## src/rtl/dds_ser_pkg.sv

```systemverilog
package dds_ser_pkg;

  typedef enum logic [3:0] {
    ST_RST,
    ST_INIT_CLK,
    ST_INIT_GAP,
    ST_INIT_UPD,
    ST_IDLE,
    ST_BIT_LO,
    ST_BIT_HI,
    ST_TAIL,
    ST_UPD
  } seq_st_t;

  localparam int CTRL_W = 8;

  // Control byte: multiplier enable at bit 0, bit 1 fixed low,
  // power-down at bit 2, output phase (bits 7..3) held at zero.
  function automatic logic [CTRL_W-1:0] build_ctrl(input logic mult6, input logic pdown);
    logic [CTRL_W-1:0] c;
    c    = '0;
    c[0] = mult6;
    c[2] = pdown;
    return c;
  endfunction

endpackage

```

## src/rtl/dds_phase_timer.sv

```systemverilog
module dds_phase_timer #(
  parameter int TW       = 4,
  parameter int INIT_LEN = 4
) (
  input  logic          clk,
  input  logic          rst,
  input  logic          load,
  input  logic [TW-1:0] len,
  output logic          done
);
  logic [TW-1:0] cnt;

  always_ff @(posedge clk) begin
    if (rst)             cnt <= TW'(INIT_LEN - 1);
    else if (load)       cnt <= len - TW'(1);
    else if (cnt != '0)  cnt <= cnt - TW'(1);
  end

  assign done = (cnt == '0);
endmodule

```

## src/rtl/dds_shift_reg.sv

```systemverilog
module dds_shift_reg #(
  parameter int W = 40
) (
  input  logic         clk,
  input  logic         rst,
  input  logic         load,
  input  logic         shift,
  input  logic [W-1:0] din,
  output logic         lsb
);
  logic [W-1:0] q;

  always_ff @(posedge clk) begin
    if (rst)        q <= '0;
    else if (load)  q <= din;
    else if (shift) q <= {1'b0, q[W-1:1]};
  end

  assign lsb = q[0];
endmodule

```

## src/rtl/dds_serial_loader.sv

```systemverilog
module dds_serial_loader
  import dds_ser_pkg::*;
#(
  parameter int FTW_W       = 32,
  parameter int HALF_CYCLES = 2,
  parameter int RST_CYCLES  = 6,
  parameter int FUD_CYCLES  = 3
) (
  input  logic             clk,
  input  logic             rst,
  input  logic             in_valid,
  input  logic [FTW_W-1:0] in_ftw,
  input  logic             in_mult6,
  input  logic             in_pdown,
  output logic             ready,
  output logic             dds_sdata,
  output logic             dds_wclk,
  output logic             dds_fqud,
  output logic             dds_reset
);
  localparam int WORD_W = FTW_W + CTRL_W;
  localparam int BW     = $clog2(WORD_W);
  localparam int MAXL_A = (RST_CYCLES > HALF_CYCLES) ? RST_CYCLES : HALF_CYCLES;
  localparam int MAXL   = (MAXL_A > FUD_CYCLES) ? MAXL_A : FUD_CYCLES;
  localparam int TW     = $clog2(MAXL + 1);

  seq_st_t       state, state_n;
  logic [BW-1:0] bitcnt, bitcnt_n;
  logic          t_load, t_done;
  logic [TW-1:0] t_len;
  logic          sr_load, sr_shift;

  dds_phase_timer #(.TW(TW), .INIT_LEN(RST_CYCLES)) u_timer (
    .clk  (clk),
    .rst  (rst),
    .load (t_load),
    .len  (t_len),
    .done (t_done)
  );

  dds_shift_reg #(.W(WORD_W)) u_sreg (
    .clk   (clk),
    .rst   (rst),
    .load  (sr_load),
    .shift (sr_shift),
    .din   ({build_ctrl(in_mult6, in_pdown), in_ftw}),
    .lsb   (dds_sdata)
  );

  always_comb begin
    state_n  = state;
    bitcnt_n = bitcnt;
    t_load   = 1'b0;
    t_len    = TW'(HALF_CYCLES);
    sr_load  = 1'b0;
    sr_shift = 1'b0;
    case (state)
      ST_RST: if (t_done) begin
        state_n = ST_INIT_CLK; t_load = 1'b1;
      end
      ST_INIT_CLK: if (t_done) begin
        state_n = ST_INIT_GAP; t_load = 1'b1;
      end
      ST_INIT_GAP: if (t_done) begin
        state_n = ST_INIT_UPD; t_load = 1'b1; t_len = TW'(FUD_CYCLES);
      end
      ST_INIT_UPD: if (t_done) state_n = ST_IDLE;
      ST_IDLE: if (in_valid) begin
        state_n  = ST_BIT_LO;
        t_load   = 1'b1;
        sr_load  = 1'b1;
        bitcnt_n = '0;
      end
      ST_BIT_LO: if (t_done) begin
        state_n = ST_BIT_HI; t_load = 1'b1;
      end
      ST_BIT_HI: if (t_done) begin
        sr_shift = 1'b1;
        t_load   = 1'b1;
        if (bitcnt == BW'(WORD_W - 1)) begin
          state_n = ST_TAIL;
        end else begin
          state_n  = ST_BIT_LO;
          bitcnt_n = bitcnt + BW'(1);
        end
      end
      ST_TAIL: if (t_done) begin
        state_n = ST_UPD; t_load = 1'b1; t_len = TW'(FUD_CYCLES);
      end
      ST_UPD: if (t_done) state_n = ST_IDLE;
      default: state_n = ST_RST;
    endcase
  end

  always_ff @(posedge clk) begin
    if (rst) begin
      state     <= ST_RST;
      bitcnt    <= '0;
      ready     <= 1'b0;
      dds_wclk  <= 1'b0;
      dds_fqud  <= 1'b0;
      dds_reset <= 1'b1;
    end else begin
      state     <= state_n;
      bitcnt    <= bitcnt_n;
      ready     <= (state_n == ST_IDLE);
      dds_wclk  <= (state_n == ST_BIT_HI) || (state_n == ST_INIT_CLK);
      dds_fqud  <= (state_n == ST_UPD) || (state_n == ST_INIT_UPD);
      dds_reset <= (state_n == ST_RST);
    end
  end
endmodule

```

## config.mk

```make
export PLATFORM = sky130hd
export DESIGN_NAME = dds_serial_loader
export DESIGN_NICKNAME = d
export VERILOG_FILES = /design/src/rtl/dds_ser_pkg.sv /design/src/rtl/dds_phase_timer.sv /design/src/rtl/dds_shift_reg.sv /design/src/rtl/dds_serial_loader.sv
export SDC_FILE = /design/constraint.sdc
export NUM_CORES = 1
export LEC_CHECK = 0
export BUFFER_PORTS_ARGS = -buffer_cell sky130_fd_sc_hd__buf_2
export CORE_MARGIN = 2
export CORE_UTILIZATION = 45
export CTS_BUF_LIST = sky130_fd_sc_hd__clkbuf_4 sky130_fd_sc_hd__clkbuf_8
export CTS_CLUSTER_DIAMETER = 200
export DETAILED_ROUTE_END_ITERATION = 7
export HOLD_SLACK_MARGIN = 0.03
export MAX_ROUTING_LAYER = met4
export PLACE_DENSITY = 0.66
export SYNTH_ARGS = -nofsm -noshare
export SYNTH_HDL_FRONTEND = slang
export SYNTH_SLANG_ARGS = --single-unit
```

## constraint.sdc

```tcl
create_clock -name clk -period 4.12 [get_ports clk]
set_clock_uncertainty 0.1 [all_clocks]
set_input_delay 0.824 -clock clk [delete_from_list [all_inputs] [get_ports clk]]
set_output_delay 0.824 -clock clk [all_outputs]
set_load 0.03 [all_outputs]
```

==> results of run 1 <==
## area by class of cell
cell class	count	area, um^2
Fill cell	527	2450
Multi-Input combinational cell	213	1210
Tap cell	70	87.6
Inverter	5	18.8
Timing Repair Buffer	43	220
Clock inverter	1	5.00
Sequential cell	52	1040
Clock buffer	6	76.3
## cell families after synthesis
family                   Yosys count  share of synthesized area, %
AND/OR/NAND/NOR                  133                          24.6
buffers and inverters             31                          6.08
multiplexers                       3                          1.36
AO/OA/AOI/OAI                     71                          21.6
adder cells (fa/ha/maj)            3                          1.57
flip-flops                        52                          43.6
XOR/XNOR                           3                          1.10
## worst max-delay path: stages (launching register included)
cell     delay, ns
dfxtp_1       0.33
inv_1         0.08
ha_1          0.18
nor2b_1       0.49
and2_2        0.67
nor2_1        0.33
a22oi_1       0.22
nor2_1        0.05
## flip-flops by register name, summed over array words and instances (netlist names)
signal	flops
u_timer.cnt	3
ready	1
dds_reset	1
u_sreg.q	35
state	4
dds_wclk	1
dds_fqud	1
bitcnt	6
## where the power goes
group | switching (mW) | leakage [nW] | internal (mW)
Clock | 0.153 | 0.0445 | 0.122
Combinational | 0.164 | 0.503 | 0.126
Sequential | 0.0514 | 0.421 | 0.567
Total | 0.368 | 0.968 | 0.815
## metal layers
metal | track usage (%) | routed length, um | vias up
li1 | - | - | 1098
met1 | 23.1 | 2420 | 986
met2 | 30.6 | 2410 | 27
met3 | 3.53 | 128 | 4
met4 | 5.27 | 39 | 0
met5 | - | 0 | -
## synthesized netlist by cell type (2+ instances only)
cell,instances
nand2b_1,3
a21oi_1,17
o21ai_0,4
ha_1,3
nor2_1,34
nand4_1,3
mux2_2,2
clkbuf_1,12
nor3_1,3
nand3_1,7
buf_1,4
xnor2_1,2
or3_1,2
o211ai_1,4
nand2_1,67
a22oi_1,12
dfxtp_1,52
nor2b_1,2
buf_4,4
buf_2,5
inv_1,5
a311oi_1,23
nor4b_1,2
a31oi_1,2
## metrics by stage
| stage | instances | instance area (um^2) | utilization, % | setup WS, ns | hold slack (ns) |
|---|---|---|---|---|---|
| floorplan | 296 | 2390 | - | 2.21 | 0.332 |
| global placement | 383 | 2570 | 50.4 | 1.59 | 0.340 |
| detailed placement | 383 | 2570 | 50.4 | 1.51 | 0.348 |
| CTS | 390 | 2660 | 52.0 | 1.51 | 0.360 |
| global route | 390 | 2660 | 52.0 | 1.19 | 0.388 |
| finish | 390 | 2660 | 52.0 | 1.51 | 0.359 |
## final timing paths
path	from	to	slack, ns
setup / recovery	u_timer.cnt[0]	u_sreg.q[34]	1.51
hold / removal	u_sreg.q[0]	u_sreg.q[0]	0.36
setup reg to reg	u_timer.cnt[0]	u_sreg.q[34]	1.51
hold reg to reg	u_sreg.q[0]	u_sreg.q[0]	0.36
==> qor.txt, run 1 <==
Worst Path Max Fanout = 35
CP Data Arrival Time = 2.68 ns
Longest Clk Path Bufs = 2
die area = 0.00590 mm^2
max cap viols = 0
TritonCTS clock tree = yes
number of global-route vias before repair = 1964
CTS buffer count = 5
Setup crit end kind = register
leading cell type in the layout, fill and taps excluded = nand2_1
Vias = 2115
number of port buffers = 41
final setup vio count = 0
WS Path Type = register to register
RSZ-0062 raised after global routing = no
CP required = 4.19 ns
cts hold-fix bufs = 0
number of flops mapped to enable cells by yosys = 0
starting density of the core = 46.7%
Synth Warn # = 0
Antenna Violating Nets Remaining = 0
CP startpoint kind = register
Rel. slew slack = 41.0%
Hold Path Depth = 2
Power Total = 1.18 mW
initial antenna violation count = 0
syn avg cell area = 8.07 um^2
Slew Limit Fails = 0
Clock Sinks = 52
DPL Wire Length = 3220 um
largest cells by area after synthesis = dfxtp_1 44%, nand2_1 11%, a311oi_1 8.4%
clk slew on worst S/H paths = 0.09 ns
outcome = completed
Leak Pwr = 0.968 nW
setup bufs post-CTS = 0
HP Class = register to register
Routed WL per cell = 12.8 um
Reg2Reg Depth = 7
Slew @ Worst Pin = 0.882 ns
Die H = 76.8 um
DRC viols = 0
Yosys top cell by area = dfxtp_1
most used flip-flop cell after synthesis = dfxtp_1
# rows = 26
post-layout min period = 2.61 ns
VDD IR max = 0.000179 V
flops & latches, synth = 52
total gr overflow = 0
I/O Pins = 42
Async S/R FF share, synth = 0%
most frequent cells in the layout = 67 x nand2_1, 52 x dfxtp_1, 41 x buf_2
area grow syn2layout = 11.2%
achievable frequency = 384 MHz
Die W = 76.8 um
clock root cell = clkbuf_8
Mapped Cells = 296
largest net degree at the start of global routing = 48
H-tree level count = 2
endpoints failing hold = 0
post-CTS resize count = 0
Pre-Repair DR Iteration Count = 4
Synth cell types = 46
Power Dens Cells = 446 mW/mm^2
Mapped Area = 0.00239 mm^2
fraction of final layout cells sized beyond drive strength 1 = 18.4%
first-pass GRT wire length = 8800 um
Sum Neg Setup Slack = 0 ns
Tcrit/Tclk final = 63.3%
All-Layer GR Usage = 18.5%
register area share after synthesis = 43.6%
WL final = 5000 um
global placer's final weighted congestion = 0.812
Via density = 5.42
clk_lat worst skew = 0.29 ns
core area = 0.00511 mm^2
Synth Net Count = 336
fin nets = 360
# diodes = 0
Synth top area share = 43.6%
first-iteration detailed-routing DRC count = 112
Power figures use the tool's default switching activity.
==> run 2: changes to the inputs <==
--- a/config.mk
+++ b/config.mk
@@ -13,7 +13,7 @@
 export DETAILED_ROUTE_END_ITERATION = 7
 export HOLD_SLACK_MARGIN = 0.03
 export MAX_ROUTING_LAYER = met4
-export PLACE_DENSITY = 0.66
+export PLACE_DENSITY = 0.69
 export SYNTH_ARGS = -nofsm -noshare
 export SYNTH_HDL_FRONTEND = slang
 export SYNTH_SLANG_ARGS = --single-unit
==> constraint.sdc (replaced) <==
create_clock -name clk -period 2.1 [get_ports clk]
set_clock_uncertainty 0.1 [all_clocks]
set_input_delay 0.42 -clock clk [delete_from_list [all_inputs] [get_ports clk]]
set_output_delay 0.42 -clock clk [all_outputs]
set_load 0.03 [all_outputs]
==> run 2 against run 1 <==
Compared with the run above:
- setup slack got worse by 1.3 ns
- sequential share of layout area decreased by 1.9 points
- largest power group unchanged
- utilization increased by 2.6 points
- via count increased by 4.8%
- critical path type unchanged
- highest routed layer unchanged
==> qor.txt, run 2 (same netlist as run 1, synthesis figures left out) <==
Vias = 2216 (was 2115)
die area = 0.00590 mm^2 (unchanged)
number of global-route vias before repair = 2052 (was 1964)
CP startpoint kind = register (unchanged)
CP Data Arrival Time = 2.07 ns (was 2.68 ns)
Via density = 5.53 (was 5.42)
DRC viols = 0 (unchanged)
final std cells w/o fill = 401 (was 390)
Worst Path Max Fanout = 8 (was 35)
setup slack, reg-to-reg = 0.16 ns (was 1.51 ns)
GRT busiest layer = met2 (unchanged)
CTS buffer count = 5 (unchanged)
met2 usage = 31.5% (was 30.6%)
hold endpoint = u_sreg.q[34] (was u_sreg.q[0])
RR Startpoint = bitcnt[0] (was u_timer.cnt[0])
largest net degree at the start of global routing = 35 (was 48)
All-Layer GR Usage = 19.3% (was 18.5%)
first-iteration detailed-routing DRC count = 129 (was 112)
Power Dens Cells = 894 mW/mm^2 (was 446 mW/mm^2)
fraction of final layout cells sized beyond drive strength 1 = 21.5% (was 18.4%)
area grow syn2layout = 16.9% (was 11.2%)
hold path start = in_pdown (was u_sreg.q[0])
Longest Clk Path Bufs = 2 (unchanged)
Hold Path Depth = 3 (was 2)
global placer's final weighted congestion = 0.781 (was 0.812)
first-pass GRT wire length = 9140 um (was 8800 um)
Power Total = 2.49 mW (was 1.18 mW)
final setup vio count = 0 (unchanged)
Leak Pwr = 1.04 nW (was 0.968 nW)
fin nets = 372 (was 360)
Most flops, register = u_sreg.q (unchanged)
core area = 0.00511 mm^2 (unchanged)
Setup crit end kind = register (unchanged)
WL final = 5330 um (was 5000 um)
Rel. slew slack = 70.2% (was 41.0%)
Placed Area = 0.00269 mm^2 (was 0.00257 mm^2)
Reg2Reg Depth = 7 (unchanged)
I/O Pins = 42 (unchanged)
achievable frequency = 517 MHz (was 384 MHz)
WS Path Type = register to register (unchanged)
total gr overflow = 0 (unchanged)
Slew @ Worst Pin = 0.441 ns (was 0.882 ns)
DPL Wire Length = 3590 um (was 3220 um)
number of port buffers = 41 (unchanged)
clock root cell = clkbuf_8 (unchanged)
endpoints failing hold = 0 (unchanged)
post-layout min period = 1.94 ns (was 2.61 ns)
cts hold-fix bufs = 0 (unchanged)
max cap viols = 0 (unchanged)
Slew Limit Fails = 0 (unchanged)
Die H = 76.8 um (unchanged)
leading cell type in the layout, fill and taps excluded = nand2_1 (unchanged)
outcome = completed (unchanged)
Antenna Violating Nets Remaining = 0 (unchanged)
placed cell count = 395 (was 383)
largest registers = u_sreg.q: 35 flops, bitcnt: 6 flops, state: 4 flops (unchanged)
Clock Sinks = 52 (unchanged)
RSZ-0062 raised after global routing = no (unchanged)
Sum Neg Setup Slack = 0 ns (unchanged)
Die W = 76.8 um (unchanged)
met1 Track Usage GR = 23.7% (was 23.1%)
VDD IR max = 0.000401 V (was 0.000179 V)
max reg flops = 35 (unchanged)
initial antenna violation count = 0 (unchanged)
starting density of the core = 46.7% (unchanged)
clk_lat worst skew = 0.30 ns (was 0.29 ns)
Routed WL per cell = 13.3 um (was 12.8 um)
most frequent cells in the layout = 67 x nand2_1, 52 x dfxtp_1, 41 x buf_2 (unchanged)
worst reg2reg path endpoint = bitcnt[4] (was u_sreg.q[34])
post-place setup slack = 0.193 ns (was 1.51 ns)
# rows = 26 (unchanged)
CP required = 2.24 ns (was 4.19 ns)
HP Class = input port to register (was register to register)
H-tree level count = 2 (unchanged)
met3 Usage GRT = 4.71% (was 3.53%)
FILL cells = 503 (was 527)
clk slew on worst S/H paths = 0.09 ns (about the same)
Pre-Repair DR Iteration Count = 5 (was 4)
# diodes = 0 (unchanged)
final instance area = 0.00279 mm^2 (was 0.00266 mm^2)
TritonCTS clock tree = yes (unchanged)
Tcrit/Tclk final = 92.1% (was 63.3%)
final setup margin = 0.165 ns (was 1.51 ns)
==> run 2: cell count changes in the layout (fill, tap and decap cells not counted), sizes merged <==
cell    previous run  this run
bufinv             0         1
clkinv             1         0
buf               43        55
clkbuf             6         5
==> run 2: layout make-up <==
class                   instances  area [um^2]  share of cell area (%)
repair buffers                 55          335                    12.0
well taps                      70         87.6                    3.14
flip-flops and latches         52         1040                    37.3
multi-input cells             213         1210                    43.3
clock inverters                 1         30.0                    1.08
clock buffers                   5         68.8                    2.47
inverters                       5         18.8                   0.673
==> run 2: worst max path at each step <==
stage / start / end / slack [ns] / cells after the start
after floorplan: u_timer.cnt[0] / u_sreg.q[0] / 0.32 / 10
after global placement: state[2] / bitcnt[3] / 0.25 / 5
after detailed placement: bitcnt[0] / bitcnt[4] / 0.19 / 7
after CTS: bitcnt[0] / bitcnt[4] / 0.16 / 7
after global routing: bitcnt[0] / bitcnt[5] / 0.005 / 7
final: bitcnt[0] / bitcnt[4] / 0.16 / 7
==> run 2: power breakdown <==
part	total (mW)	internal, mW	leakage (nW)	switching (mW)
Sequential	1.20	1.11	0.421	0.0875
Combinational	0.637	0.282	0.573	0.355
Clock	0.657	0.343	0.0501	0.314
Total	2.49	1.74	1.04	0.757
==> run 2: critical path: stages, from the launching register on <==
cell and delay, ns:
dfxtp_1 0.37, ha_1 0.20, nor4bb_1 0.39, buf_4 0.20, a21boi_2 0.07, o21ai_2 0.28, o21ai_0 0.14, a21oi_1 0.12
==> run 2: metrics by stage <==
step	hold WS (ns)	util, %
5_1_grt	0.280	54.6
4_1_cts	0.286	54.6
3_3_place_gp	0.342	52.6
6_report	0.283	54.6
3_5_place_dp	0.348	52.6
2_1_floorplan	0.332	-
==> run 2: repair_timing <==
item                                    CTS  global route
buffers inserted                          0             0
gates resized for setup                   0             1
endpoints found under the setup margin    0             2
==> run 2: layer usage <==
layer | share of wire [%] | up-vias
met5 | 0 | -
met2 | 49 | 54
met1 | 45 | 1041
met4 | 0.62 | 0
met3 | 5.2 | 2
li1 | - | 1119
==> run 3: changes to the inputs <==
--- a/config.mk
+++ b/config.mk
@@ -14,6 +14,7 @@
 export HOLD_SLACK_MARGIN = 0.03
 export MAX_ROUTING_LAYER = met4
 export PLACE_DENSITY = 0.69
+export SETUP_SLACK_MARGIN = 0.3
 export SYNTH_ARGS = -nofsm -noshare
 export SYNTH_HDL_FRONTEND = slang
 export SYNTH_SLANG_ARGS = --single-unit
==> run 3 against run 2 <==
Compared with the run above:
- die area is the same
- routed wire length is 6.5% higher
- register-to-register slack improved by 0.16 ns
- setup slack gained 0.16 ns
- worst hold slack worse by 0.0027 ns
- first-iteration DRC count grew 18%
==> qor.txt, run 3 (same netlist as run 1, synthesis figures left out) <==
multi-input logic area = 0.00128 mm^2 (was 0.00121 mm^2)
post-layout min period = 1.78 ns (was 1.94 ns)
Die W = 76.8 um (unchanged)
Most flops, register = u_sreg.q (unchanged)
All-Layer GR Usage = 19.7% (was 19.3%)
die area = 0.00590 mm^2 (unchanged)
DPL Wire Length = 3590 um (unchanged)
Rel. slew slack = 77.5% (was 70.2%)
Setup crit end = dds_fqud (was bitcnt[4])
VDD IR max = 0.000399 V (was 0.000401 V)
endpoints failing hold = 0 (unchanged)
Power Total = 2.56 mW (was 2.49 mW)
Vias = 2260 (was 2216)
global placer's final weighted congestion = 0.781 (unchanged)
starting density of the core = 46.7% (unchanged)
CP startpoint kind = register (unchanged)
CP required = 2.25 ns (was 2.24 ns)
most frequent cells in the layout = 66 x nand2_1, 47 x dfxtp_1, 41 x buf_2 (was 67 x nand2_1, 52 x dfxtp_1, 41 x buf_2)
Routed WL per cell = 14.0 um (was 13.3 um)
WS Path Type = register to register (unchanged)
clk_lat worst skew = 0.30 ns (about the same)
largest registers = u_sreg.q: 35 flops, bitcnt: 6 flops, state: 4 flops (unchanged)
worst reg2reg path endpoint = dds_fqud (was bitcnt[4])
HP Class = input port to register (unchanged)
first-iteration detailed-routing DRC count = 152 (was 129)
DRC viols = 0 (unchanged)
Worst Path Max Fanout = 5 (was 8)
# rows = 26 (unchanged)
Via density = 5.58 (was 5.53)
Setup crit end kind = register (unchanged)
area grow syn2layout = 22.3% (was 16.9%)
initial antenna violation count = 0 (unchanged)
core area = 0.00511 mm^2 (unchanged)
setup slack, reg-to-reg = 0.32 ns (was 0.16 ns)
leading cell type in the layout, fill and taps excluded = nand2_1 (unchanged)
total gr overflow = 0 (unchanged)
Slew @ Worst Pin = 0.337 ns (was 0.441 ns)
RR Startpoint = u_timer.cnt[0] (was bitcnt[0])
CP peak stage delay = 0.41 ns (was 0.39 ns)
Antenna Violating Nets Remaining = 0 (unchanged)
Pre-Repair DR Iteration Count = 4 (was 5)
Reg2Reg Depth = 7 (unchanged)
FILL cells = 490 (was 503)
Leak Pwr = 1.08 nW (was 1.04 nW)
WL final = 5680 um (was 5330 um)
I/O Pins = 42 (unchanged)
achievable frequency = 563 MHz (was 517 MHz)
clock root cell = clkbuf_8 (unchanged)
crit path cell chain = inv_1 -> ha_2 -> nor2b_4 -> nand2_2 -> o311a_4 -> nor3_1 -> or2_2 (was ha_1 -> nor4bb_1 -> buf_4 -> a21boi_2 -> o21ai_2 -> o21ai_0 -> a21oi_1)
number of port buffers = 41 (unchanged)
first-pass GRT wire length = 9350 um (was 9140 um)
TritonCTS clock tree = yes (unchanged)
CP Data Arrival Time = 1.93 ns (was 2.07 ns)
CP max stage cell = o311a_4 (was nor4bb_1)
max cap viols = 0 (unchanged)
CTS buffer count = 5 (unchanged)
clk slew on worst S/H paths = 0.09 ns (about the same)
outcome = completed (unchanged)
largest net degree at the start of global routing = 35 (unchanged)
Clock Sinks = 52 (unchanged)
Worst Setup SP = u_timer.cnt[0] (was bitcnt[0])
Longest Clk Path Bufs = 2 (unchanged)
Sum Neg Setup Slack = 0 ns (unchanged)
fraction of final layout cells sized beyond drive strength 1 = 26.6% (was 21.5%)
Slew Limit Fails = 0 (unchanged)
RSZ-0062 raised after global routing = yes (was no)
final setup vio count = 0 (unchanged)
fin nets = 376 (was 372)
H-tree level count = 2 (unchanged)
Tcrit/Tclk final = 84.6% (was 92.1%)
cts hold-fix bufs = 0 (unchanged)
number of global-route vias before repair = 2080 (was 2052)
Power Dens Cells = 876 mW/mm^2 (was 894 mW/mm^2)
Reg area = 0.00105 mm^2 (was 0.00104 mm^2)
Die H = 76.8 um (unchanged)
max reg flops = 35 (unchanged)
# diodes = 0 (unchanged)
[run 3: changes by cell type in the layout (fill, tap and decap cells not counted), moves of 2 or more]
cell	delta
dfxtp_1	-5
dfxtp_2	+5
buf_4	+3
ha_1	-2
[run 3: cell type report]
type                            count  area share (%)
Timing Repair Buffer               59            13.1
Clock inverter                      1            1.03
Tap cell                           70            3.00
Sequential cell                    52            35.9
Inverter                            5           0.643
Multi-Input combinational cell    213            44.0
Clock buffer                        5            2.36
[run 3: per-layer routing]
layer	track usage [%]	share of wire, %	wire length (um)
met3	4.94	4.9	281
met5	-	0	0
met2	32.5	49	2780
met4	5.45	1.3	76
met1	24.0	45	2540
[run 3: report_power, final]
group	switching [mW]	internal [mW]
Combinational	0.376	0.317
Clock	0.315	0.343
Sequential	0.0922	1.12
Total	0.783	1.78
[run 3: worst min path at each step]
stage / cells past startpoint / slack, ns / endpoint / from
2_1_floorplan: 2 / 0.33 / u_sreg.q[33] / u_sreg.q[34]
4_1_cts: 3 / 0.29 / u_sreg.q[34] / in_pdown
3_3_place_gp: 2 / 0.34 / u_sreg.q[33] / u_sreg.q[33]
3_5_place_dp: 2 / 0.35 / u_sreg.q[33] / u_sreg.q[33]
5_1_grt: 3 / 0.28 / u_sreg.q[18] / in_ftw[18]
6_report: 3 / 0.28 / u_sreg.q[34] / in_pdown
[run 3: critical path: cells and delay by family, from the launching register on]
kind | cells | cell delay (ns)
adder cells (fa/ha/maj) | 1 | 0.20
AO/OA/AOI/OAI | 1 | 0.41
AND/OR/NAND/NOR | 4 | 0.61
flip-flops | 1 | 0.33
buffers and inverters | 1 | 0.08
[run 3: timing repair]
| item | 4_1_cts | 5_1_grt |
|---|---|---|
| buffers inserted | 2 | 1 |
| setup endpoints to repair | 34 | 45 |
| endpoints found under the hold margin | 0 | 0 |
| pin swaps | 3 | 5 |
| gates resized for setup | 11 | 10 |
| cloned | 0 | 1 |
[run 3: through the flow]
step           area (um^2)  hold slack [ns]  cells  utilization, %  worst slack (ns)
5_1_grt               2920            0.281    405            57.2             0.199
6_report              2920            0.280    405            57.2             0.323
2_1_floorplan         2390            0.332    296               -             0.317
4_1_cts               2850            0.286    403            55.7             0.291
3_5_place_dp          2690            0.348    395            52.6             0.193
3_3_place_gp          2690            0.342    395            52.6             0.253
